<file path="src/rtl/ohb_persist_mon.sv">
module ohb_persist_mon #(
  parameter int NCH = 3,
  parameter int BW  = 8,
  parameter int CW  = 4
) (
  input  logic              clk,
  input  logic              rst_n,
  input  logic [NCH-1:0]    byte_vld,
  input  logic [NCH*BW-1:0] byte_in,
  input  logic [NCH-1:0]    oof,
  input  logic [CW-1:0]     persist_n,
  input  logic              clr_we,
  input  logic [NCH-1:0]    clr_data,
  input  logic [NCH-1:0]    irq_mask,
  output logic [NCH*BW-1:0] acc_byte,
  output logic [NCH*BW-1:0] prev_byte,
  output logic [NCH-1:0]    chg_flag,
  output logic              irq
);
  localparam logic [CW-1:0] CMAX = '1;

  logic [CW-1:0]  thr;
  logic [NCH-1:0] oof_q;

  assign thr = (persist_n == '0) ? CW'(1) : persist_n;
  assign irq = |(chg_flag & ~irq_mask);

  always_ff @(posedge clk) begin
    if (!rst_n) oof_q <= '0;
    else        oof_q <= oof;
  end

  for (genvar i = 0; i < NCH; i++) begin : g_ch
    logic [BW-1:0] cand, acc, prv, b;
    logic [CW-1:0] cnt, nxt;
    logic          strobe, match, take, newval, oof_rise;

    assign b        = byte_in[i*BW +: BW];
    assign strobe   = byte_vld[i] & ~oof[i];
    assign oof_rise = oof[i] & ~oof_q[i];
    assign match    = (cnt != '0) && (b == cand);
    assign nxt      = match ? ((cnt == CMAX) ? cnt : cnt + 1'b1) : CW'(1);
    assign take     = strobe && (nxt >= thr);
    assign newval   = take && (b != acc);

    always_ff @(posedge clk) begin
      if (!rst_n) begin
        cand <= '0;
        cnt  <= '0;
        acc  <= '0;
        prv  <= '0;
        chg_flag[i] <= 1'b0;
      end else begin
        if (oof_rise) cnt <= '0;
        else if (strobe) begin
          cand <= b;
          cnt  <= nxt;
        end
        if (newval) begin
          acc <= b;
          prv <= acc;
        end
        if (newval)                    chg_flag[i] <= 1'b1;
        else if (clr_we && clr_data[i]) chg_flag[i] <= 1'b0;
      end
    end

    assign acc_byte[i*BW +: BW]  = acc;
    assign prev_byte[i*BW +: BW] = prv;
  end
endmodule


</file>
<file path="config.mk">
export PLATFORM = sky130hd
export DESIGN_NAME = ohb_persist_mon
export DESIGN_NICKNAME = d
export VERILOG_FILES = /design/src/rtl/ohb_persist_mon.sv
export SDC_FILE = /design/constraint.sdc
export NUM_CORES = 1
export LEC_CHECK = 0
export ABC_AREA = 1
export BUFFER_PORTS_ARGS = -buffer_cell sky130_fd_sc_hd__clkbuf_2
export CAP_MARGIN = 20
export CORE_MARGIN = 10
export CORE_UTILIZATION = 45
export DETAILED_ROUTE_END_ITERATION = 10
export PLACE_DENSITY = 0.67
export SYNTH_ARGS = -nofsm -noshare
export SYNTH_HDL_FRONTEND = slang
export SYNTH_SLANG_ARGS = --single-unit
</file>
<file path="constraint.sdc">
create_clock -name clk -period 5.3 [get_ports clk]
set_input_delay 1.06 -clock clk [delete_from_list [all_inputs] [get_ports clk]]
set_output_delay 1.06 -clock clk [all_outputs]
set_load 0.01 [all_outputs]
</file>
==> results of run 1 <==
[worst register-to-register path: stages, from the launching register on]
cell and delay, ns:
dfxtp_1 0.38, inv_1 0.08, ha_1 0.20, nand2_1 0.08
nand3_1 0.08, nor2_1 0.26, nand3_1 0.16, inv_1 0.09
ha_1 0.23, nand2_1 0.06, inv_1 0.05, nand3_1 0.06
nand3_1 0.09, nand2_2 0.10, clkinv_1 0.42, nand3_1 0.21
nand2_1 0.06, nor2_1 0.11
[layout make-up]
| type | instances | area (sq um) |
|---|---|---|
| Timing Repair Buffer | 95 | 478 |
| Multi-Input combinational cell | 569 | 2710 |
| Inverter | 120 | 450 |
| Sequential cell | 90 | 1800 |
| Clock buffer | 13 | 280 |
| Tap cell | 140 | 175 |
| Clock inverter | 2 | 10.0 |
| Fill cell | 1152 | 5080 |
[cell usage in the layout (no fill, tap or decap), types with 6 or more instances in the layout]
| cell type | count |
|---|---|
| nand2_1 | 217 |
| nor2_1 | 122 |
| inv_1 | 100 |
| clkbuf_2 | 94 |
| dfxtp_1 | 90 |
| nand3_1 | 76 |
| a21oi_1 | 44 |
| o21ai_0 | 39 |
| inv_2 | 19 |
| xnor2_1 | 18 |
| ha_1 | 18 |
| clkbuf_16 | 9 |
| nor2_2 | 7 |
| nand4_1 | 6 |
| nand2_2 | 6 |
[power breakdown]
part | internal [mW] | total [mW] | switching [mW] | leakage (nW)
combinational | 0.0807 | 0.208 | 0.127 | 2.12
sequential | 0.706 | 0.727 | 0.0214 | 0.735
clock | 0.365 | 0.629 | 0.264 | 0.147
[how the worst max path moves through the flow]
stage	to	slack, ns	depth (start not counted)
global route	g_ch[2].acc[0]	1.85	16
global placement	g_ch[2].acc[3]	1.93	16
floorplan	g_ch[0].acc[5]	2.52	17
detailed placement	g_ch[2].acc[0]	1.91	16
CTS	g_ch[2].acc[0]	2.25	16
finish	g_ch[2].acc[0]	2.24	16
[kinds of logic after synthesis]
logic type      Yosys count  share of synthesized area
buf+inv                 142                      0.121
xor+xnor                 23                     0.0393
simple gates            443                      0.360
compound gates           85                     0.0844
fa+ha+maj                18                     0.0439
flops                    90                      0.351
[routing by layer]
| metal | part of all wire | up-vias | GRT usage | wire (um) |
|---|---|---|---|---|
| met4 | 0.013 | 2 | 0.0563 | 162 |
| met2 | 0.46 | 74 | 0.257 | 5670 |
| li1 | - | 2643 | - | - |
| met3 | 0.056 | 14 | 0.0421 | 684 |
| met1 | 0.47 | 2061 | 0.188 | 5710 |
| met5 | 0.0011 | - | 0 | 13 |
[per-stage QoR]
stage,area (sq um),power (mW),hold WS [ns]
detailed placement,5610,0.952,0.461
floorplan,5130,0.888,0.444
finish,5900,1.56,0.470
global placement,5610,0.951,0.460
CTS,5900,1.58,0.471
global route,5900,1.64,0.489
[state kept, by name, indices dropped and copies added (netlist names)]
| name | count |
|---|---|
| g_ch.cnt | 12 |
| chg_flag | 3 |
| g_ch.cand | 24 |
| g_ch.acc | 24 |
| g_ch.prv | 24 |
| oof_q | 3 |
==> impl_results.md, run 1 <==
- Status: finished clean
- Post-synthesis register bit count: 90
- DIE WIDTH: around 130 um
- Layout cells sized above 1: 0.169
- CP startpoint: byte_in[23]
- MaxCap Viol Count: 0
- WHS Endpoint: g_ch[0].cand[0]
- Worst vdd ir: 0.000164 V
- Initial antenna violation count: 1
- RSZ-0062 raised after global routing: no
- Library cells used by synthesis: 27
- Fmax: 327 MHz
- Ys flop type: dfxtp_1
- Clock buffer count from CTS: 9
- GRT Residual Overflow: 0
- Clock transition at path regs: 0.06 ns
- R2R Path End: g_ch[2].acc[0]
- Startpoint types: primary input
- Kind of cell adding the most delay to the critical path: simple AND/OR/NAND/NOR gates
- Setup bufs post-CTS: 0
- Routability cong.: 0.829
- Non-filler cells, final: 1,029
- Crit path max fanout: 17
- H-tree level count: 3
- Arr. time, crit path: 3.34 ns
- Post-DRT Antenna Nets: 0
- Die area: 16,100 sq um
- Post-Syn Instances: roughly 800
- Avg Inst Size Synth: 6.41 sq um
- IO Pins: 95
- Rel. slew slack: 0.455
- Worst setup margin: 2.24 ns
- Critical path endpoint category: flip-flop
- Post-detail-place hpwl: 9150 um
- Detailed Route WL: approximately 12,000 um
- Commonest cells post-synth: nand2_1 (217), nor2_1 (122), inv_1 (100), dfxtp_1 (90), nand3_1 (76)
- Final Util: 0.537
- Synthesized area: 5130 sq um
- 1st-iter DRT viols: 341
- Slowest cell on the critical path: clkinv_1
- Worst Hold Depth: 2
- CP Buf/Inv Count: 4
- Vias in the first global route: 4,542
- Total track usage: 0.155
- Post-cts sizing count: 0
- Global-route wire length before repair: 21,200 um
- Number of synthesized flops with an enable pin: 0
- Period utilization: 0.577
- Reg2reg start: g_ch[2].cnt[0]
- Residual DRC: 0
- Hold WC Path Type: reg2reg
- Largest net degree at the start of global routing: 78
- Crit path time final: around 3.1 ns
- Final Setup Violations: 0
- Vias per Instance: 4.66
- Vias: 4,794
- N_diodes: 0
- Worst-margin pin slew: 0.817 ns
- Crit Path Category: in2reg
- Starting Density: 0.467
- TNS Setup: 0 ns
- P per Cell Area: 265 nW/um^2
- DP Worst Slack: around 1.9 ns
- FF-to-FF path depth: 17
- Most common cell on crit path: nand3_1
- Most frequent cell after synthesis: nand2_1
- Port bufs: between 90 and 100
- Clock buffer depth: 2
- Synth top area share: 0.351
- FP Rows: 38
- TritonCTS Sinks: 90
- Seq/Total Area, Yosys: 0.351
- Static Leak: approximately 3.0 nW
- First-pass DRT Iterations: 4
- Net count, final: 946
- Clk_lat worst skew: 0.34 ns
- Ys async rst share: 0
- Slew Limit Fails: 0
- Clock skew: around 0.0076 ns
- Hold Crit Start: g_ch[0].cand[0]
- Fin. Hold Viols: 0
- CTS tree: built
- Layout area overhead: 15.0%
- Placed cells: between 1,000 and 1,500
- Critical Path RT: between 5 and 6 ns
- Worst path cell trace: clkbuf_2, xnor2_1, nand3_1, nor2_1, nand3_1, inv_1, ha_1, nand2_1, inv_1, nand3_1, nand3_1, nand2_2, clkinv_1, nand3_1, nand2_1, nor2_1
- Dominant cell type by area after synthesis: dfxtp_1
- Synth top area cells: dfxtp_1 (35%), nand2_1 (16%), nor2_1 (8.9%)
- Worst path max stage delay: between 0.4 and 0.5 ns
- CTS Root Cell: clkbuf_16
- Core Area: ~11,000 sq um
- Post-Syn Nets: between 800 and 900
- Yosys synthesis warning count: 0
- Drt wl/cell: around 12 um
- DIE HEIGHT: 127 um
- Reg-to-reg setup timing slack: 2.53 ns
- Post-CTS Hold Buffers: 0
No activity file was read; power rests on OpenSTA's default activity.
==> run 2, diff against run 1 <==
clock period = 3 ns   (was 5.3 ns; I/O delays follow)
==> run 2 against run 1 <==
First-iteration DRC count shrank 36%. Clock-buffer cell count shrank 2. Die area is the same. Via count shrank 0.35%. Critical endpoint is now g_ch[0].prv[3]. Largest cell class unchanged.
==> impl_results.md, run 2 (same netlist as run 1, synthesis figures left out) <==
- Worst path max stage delay: 0.40 ns (-0.02 ns)
- Vias in the first global route: 4,361 (-4.0%)
- Worst path cell trace: inv_1, ha_1, nand2_1, nand3_1, nor2_1, nand3_1, inv_1, ha_1, nand2_1, inv_1, nand3_1, nand3_1, nand2_1, nor2_4, nor2_1, nor2_1
- Crit path max fanout: 16 (-1)
- Setup bufs post-CTS: 0 (unchanged)
- Fmax: 411 MHz
- Clock skew: 0.00812 ns (+0.000552 ns)
- CTS Root Cell: clkbuf_16
- Most common cell on crit path: nand3_1
- Layout area overhead: 15.7%
- Arr. time, crit path: 2.72 ns (-0.62 ns)
- Critical Path RT: 3.28 ns (-2.30 ns)
- Global-route wire length before repair: 20,300 um (-4.2%)
- Fin. Hold Viols: 0 (unchanged)
- Vias: 4,777 (-0.35%)
- Largest net degree at the start of global routing: 59 (-24%)
- Net count, final: 950 (+0.42%)
- DIE HEIGHT: 127 um (unchanged)
- Fill cell count: 1,130 (-1.9%)
- DIE WIDTH: 127 um (unchanged)
- CTS tree: built
- TritonCTS Sinks: 90 (unchanged)
- Static Leak: 3.03 nW (+0.74%)
- Area of the multi-input gates: 2710 sq um (unchanged)
- Worst-margin pin slew: 0.560 ns (-0.258 ns)
- Die area: 16,100 sq um (unchanged)
- Hold WS: 0.455 ns (-0.0144 ns)
- Crit path time final: 2.43 ns
- Clock buffer depth: 2 (unchanged)
- IO Pins: 95 (unchanged)
- Clock buffer count from CTS: 9 (unchanged)
- Initial antenna violation count: 1 (unchanged)
- Non-filler cells, final: 1,034 (+0.49%)
- Clock transition at path regs: 0.06 ns (about the same)
- Worst vdd ir: 0.000428 V (+160%)
- Clk_lat worst skew: 0.35 ns (about the same)
- Residual DRC: 0 (unchanged)
- Final Setup Violations: 0 (unchanged)
- Most frequent cells in the layout: nand2_1 (217), nor2_1 (122), inv_1 (100), clkbuf_2 (94), dfxtp_1 (90)
- Drt wl/cell: 11.6 um (-2.2%)
- Routability cong.: 0.831 (+0.28%)
- Slew Limit Fails: 0 (unchanged)
- Core Area: 11,000 sq um (unchanged)
- 1st-iter DRT viols: 217 (-36%)
- Layout cells sized above 1: 0.172 (+0.00353)
- GRT Residual Overflow: 0 (unchanged)
- Kind of cell adding the most delay to the critical path: simple AND/OR/NAND/NOR gates
- Port bufs: 94 (unchanged)
- N_diodes: 0 (unchanged)
- FP Rows: 38 (unchanged)
- Starting Density: 0.467 (unchanged)
- Period utilization: 0.811
- Crit Path Category: reg2reg
- Post-CTS Hold Buffers: 0 (unchanged)
- CP Buf/Inv Count: 3 (-1)
- RSZ-0062 raised after global routing: no
- Commonest non-fill, non-tap cell in the layout: nand2_1
- TNS Setup: 0 ns (unchanged)
- Status: finished clean
- Hold WC Path Type: in2reg
- Post-detail-place hpwl: 9060 um (-1.0%)
- H-tree level count: 3 (unchanged)
- Detailed Route WL: 12,000 um (-1.7%)
- Post-DRT Antenna Nets: 0 (unchanged)
- Total track usage: 0.149 (-0.00574)
- Rel. slew slack: 0.627 (+0.172)
- Regs by FF count: g_ch.acc x24, g_ch.cand x24, g_ch.prv x24
- Placed cells: 1,018 (+0.39%)
- P per Cell Area: 469 nW/um^2 (+77%)
- Slowest cell on the critical path: dfxtp_1
- First-pass DRT Iterations: 4 (unchanged)
- Area taken by flip-flops and latches: 1800 sq um (unchanged)
- Critical path endpoint category: flip-flop
- Vias per Instance: 4.62 (-0.84%)
- MaxCap Viol Count: 0 (unchanged)
- Startpoint types: flip-flop
- Tot Pwr: 2.78 mW (+78%)
- Post-cts sizing count: 0 (unchanged)
## run 2: cell count changes in the layout (fill, tap and decap cells not counted)
| cell | previous run | this run |
|---|---|---|
| clkinv_4 | 0 | 1 |
| clkbuf_1 | 0 | 1 |
| bufinv_16 | 0 | 1 |
| clkbuf_8 | 4 | 1 |
| buf_4 | 1 | 5 |
| clkinv_2 | 2 | 3 |
## run 2: layout make-up
class                           instances  area share
Tap cell                              140      0.0295
Clock inverter                          5     0.00906
Clock buffer                           11      0.0409
Sequential cell                        90       0.303
Inverter                              120      0.0759
Timing Repair Buffer                   99      0.0855
Multi-Input combinational cell        569       0.456
## run 2: worst paths after layout
path | end | start | depth (start not counted) | slack, ns
hold reg to reg | g_ch[2].cand[4] | g_ch[2].cand[4] | 2 | 0.47
setup / recovery | g_ch[0].prv[3] | g_ch[0].cnt[0] | 16 | 0.57
hold / removal | oof_q[2] | oof[2] | 3 | 0.46
setup reg to reg | g_ch[0].prv[3] | g_ch[0].cnt[0] | 16 | 0.57
## run 2: tightest hold or removal path: cells and delay by family
kind / cells / cell delay, ns
simple gates: 1 / 0.05
buf+inv: 2 / 0.13
## run 2: report_power, final
part,internal (mW),total [mW],switching [mW]
Clock,0.665,1.13,0.464
Sequential,1.25,1.29,0.0379
Combinational,0.146,0.369,0.223
Total,2.06,2.78,0.725
## run 2: layer usage
| metal | vias to the layer above | share of wire | GRT usage |
|---|---|---|---|
| li1 | 2659 | - | - |
| met1 | 2044 | 0.47 | 0.179 |
| met2 | 63 | 0.46 | 0.245 |
| met3 | 9 | 0.060 | 0.0621 |
| met4 | 2 | 0.0078 | 0.0301 |
| met5 | - | 0.0011 | 0 |
## run 2: through the flow
step / worst slack, ns / utilization / cell area [sq um]
3_3_place_gp: 0.337 / 0.514 / 5640
4_1_cts: 0.524 / 0.541 / 5940
3_5_place_dp: 0.319 / 0.514 / 5640
6_report: 0.568 / 0.541 / 5940
5_1_grt: 0.227 / 0.541 / 5940
2_1_floorplan: 0.681 / - / 5130
==> run 3, diff against run 2 <==
ABC_AREA = 0   (was 1)
PLACE_DENSITY = 0.7   (was 0.67)
clock period = 2 ns   (was 3 ns; I/O delays follow)
==> run 3 against run 2 <==
The run now ends with setup timing left. Maximum frequency down 12%. Sequential share of layout area down 1.4 points. First-iteration DRC count shrank 36%. Area after synthesis decreased by 11%. Global-route usage increased by 1.7 points. Cell count is 22% lower. Total power rose by 31%. Core utilization grew 9.9 points. Critical endpoint is now g_ch[2].acc[0]. Largest cell class unchanged.
==> impl_results.md, run 3 <==
- Status: finished, violations left
- Failing checks: setup timing
- 1st-iter DRT viols: 138 (-36%)
- FP Rows: 36 (-5.3%)
- Synth top area share: 0.395 (+0.0441)
- Avg Inst Size Synth: 9.23 sq um (+44%)
- Ys flop type: dfxtp_1
- Starting Density: 0.464 (-0.00300)
- Top sig layer: met4
- Post-Syn Nets: 555 (-36%)
- Crit path max fanout: 5 (-11)
- Vias per Instance: 5.05 (+9.3%)
- P per Cell Area: 580 nW/um^2 (+24%)
- DIE WIDTH: 121 um (-4.8%)
- Library cells used by synthesis: 31 (+15%)
- Ys async rst share: 0 (unchanged)
- Die area: 14,600 sq um (-9.4%)
- Fill cell count: 864 (-24%)
- Worst-margin pin slew: 0.703 ns (+0.143 ns)
- Dpl cell area: 5710 sq um (+1.2%)
- Routability cong.: 0.857 (+3.1%)
- Synth top area cells: dfxtp_1 (40%), mux2i_1 (11%), xor2_1 (8.1%)
- Dominant cell type by area after synthesis: dfxtp_1
- Final Cell Area: 6280 sq um (+5.8%)
- Slew Limit Fails: 0 (unchanged)
- Met1 WL: 5370 um (-5.3%)
- Net count, final: 727 (-23%)
- Arr. time, crit path: 3.00 ns (+0.28 ns)
- Detailed Route WL: 12,500 um (+3.7%)
- Hold WC Path Type: in2reg
- Critical path endpoint category: flip-flop
- Static Leak: 2.58 nW (-15%)
- Core Area: 9820 sq um (-11%)
- Initial antenna violation count: 0 (-1)
- Most frequent cell after synthesis: dfxtp_1
- Final Setup Violations: 51 (+51)
- Drt wl/cell: 15.5 um (+34%)
- Post-synthesis register bit count: 90 (unchanged)
- Seq/Total Area, Yosys: 0.395 (+0.0441)
- H-tree level count: 3 (unchanged)
- Layout area overhead: 37.8%
- DIE HEIGHT: 121 um (-4.8%)
- Total track usage: 0.166 (+0.0167)
- CTS Root Cell: clkbuf_8
- TritonCTS Sinks: 90 (unchanged)
- Clock skew: 0.0118 ns (+0.00369 ns)
- Vias: 4,056 (-15%)
- DR WL met2: 6500 um (+17%)
- N_diodes: 0 (unchanged)
- Period utilization: 1.37 (+0.564)
- CTS tree: built
- Hold WS: 0.276 ns (-0.180 ns)
- Synthesized area: 4560 sq um (-11%)
- Global-route wire length before repair: 20,100 um (-0.82%)
- Clock transition at path regs: 0.09 ns (+0.03 ns)
- Largest net degree at the start of global routing: 50 (-15%)
- Most frequent cells in the layout: clkbuf_2 (94), dfxtp_1 (81), buf_4 (79), nand2_1 (64), nor2b_1 (51)
- Commonest cells post-synth: dfxtp_1 (90), nand2_1 (64), nor2b_1 (51), mux2i_1 (48), xor2_1 (42)
- Residual DRC: 0 (unchanged)
- Fmax: 364 MHz (-12%)
- RSZ-0062 raised after global routing: yes
- Vias in the first global route: 4,147 (-4.9%)
- Worst setup margin: -0.750 ns (-1.32 ns)
- Met3 wire len: 475 um (-34%)
- DP Worst Slack: -1.28 ns (-1.60 ns)
- Post-DRT Antenna Nets: 0 (unchanged)
- Post-detail-place hpwl: 8900 um (-1.8%)
- First-pass DRT Iterations: 4 (unchanged)
- Worst vdd ir: 0.000340 V (-21%)
- Layout cells sized above 1: 0.364 (+0.192)
- Critical Path RT: 2.25 ns (-1.03 ns)
- Yosys synthesis warning count: 0 (unchanged)
- Clock buffer depth: 2 (unchanged)
- Final Util: 0.640 (+0.0990)
- IO Pins: 95 (unchanged)
- Rel. slew slack: 0.527 (-0.0997)
- Regs by FF count: g_ch.acc x24, g_ch.cand x24, g_ch.prv x24
- Crit path time final: 2.75 ns (+0.318 ns)
- Number of synthesized flops with an enable pin: 0 (unchanged)
- Fin. Hold Viols: 0 (unchanged)
- Port bufs: 94 (unchanged)
- TNS Setup: -33.89 ns (-33.89 ns)
- Post-Syn Instances: 494 (-38%)
- Clock buffer count from CTS: 9 (unchanged)
- Clk_lat worst skew: 0.36 ns (about the same)
- GRT Residual Overflow: 0 (unchanged)
- MaxCap Viol Count: 0 (unchanged)
- Commonest non-fill, non-tap cell in the layout: clkbuf_2
- Startpoint types: flip-flop
- Crit Path Category: reg2reg
[run 3: cell count changes after synthesis, sizes merged, moves of 24 or more]
cell / previous run / this run
a21boi: 0 / 24
a21oi: 44 / 15
inv: 119 / 17
mux2i: 0 / 48
nand2: 223 / 64
nand3: 77 / 8
nor2: 132 / 17
nor2b: 0 / 51
o21ai: 39 / 9
xor2: 5 / 42
[run 3: what timing repair did]
action | 4_1_cts | 5_1_grt
hold buffers | 0 | 0
setup endpoints to repair | 51 | 51
pin swaps | 13 | 13
setup buffers | 10 | 2
gates cloned | 2 | 1
gates resized for setup | 32 | 24
[run 3: final timing paths]
kind                   start         endpoint  slack (ns)  depth (start not counted)
min                   oof[0]         oof_q[0]        0.28                          2
min reg2reg  g_ch[1].cand[0]  g_ch[1].cand[0]        0.48                          2
max          g_ch[2].cand[2]   g_ch[2].acc[0]       -0.75                         12
max reg2reg  g_ch[2].cand[2]   g_ch[2].acc[0]       -0.75                         12
[run 3: per-layer routing]
layer,track usage,vias to the layer above
li1,-,2015
met1,0.197,1950
met2,0.291,78
met3,0.0400,13
met4,0.0468,0
met5,0,-
[run 3: cells by family after synthesis]
kind of cell / count (synthesis) / share of synthesized area
DFF: 90 / 0.395
AOI/OAI and AO/OA: 83 / 0.124
and+or+nand+nor: 169 / 0.186
adders and majority gates: 18 / 0.0494
xor gates and xnor gates: 51 / 0.0980
buffers and inverters: 35 / 0.0420
muxes: 48 / 0.105
[run 3: through the flow]
stage | power (mW) | instances
after detailed placement | 2.28 | 778
after global placement | 2.27 | 778
final | 3.64 | 803
after CTS | 3.65 | 804
after floorplan | 2.09 | 494
after global routing | 3.78 | 803
[run 3: where the power goes]
group	leakage [nW]	internal (mW)	switching (mW)	total (mW)
sequential	0.734	1.83	0.0265	1.85
clock	0.106	0.704	0.661	1.37
combinational	1.74	0.208	0.216	0.425
[run 3: cell type report]
type / count / area [sq um] / area share
multi-input cells: 369 / 2860 / 0.455
repair buffers: 179 / 1160 / 0.185
inverters: 17 / 63.8 / 0.0102
clock buffers: 9 / 124 / 0.0197
flip-flops and latches: 90 / 1820 / 0.289
well taps: 133 / 166 / 0.0265
clock inverters: 6 / 90.1 / 0.0143
[run 3: critical path: stages, from the launching register on]
cell      delay, ns
dfxtp_4        0.37
xor2_2         0.18
nor4_2         0.28
nand4_1        0.25
a31oi_2        0.25
o21a_1         0.18
ha_1           0.14
o21a_1         0.15
o21ai_2        0.07
a211oi_4       0.31
buf_6          0.19
mux2i_1        0.22
nor2b_1        0.07
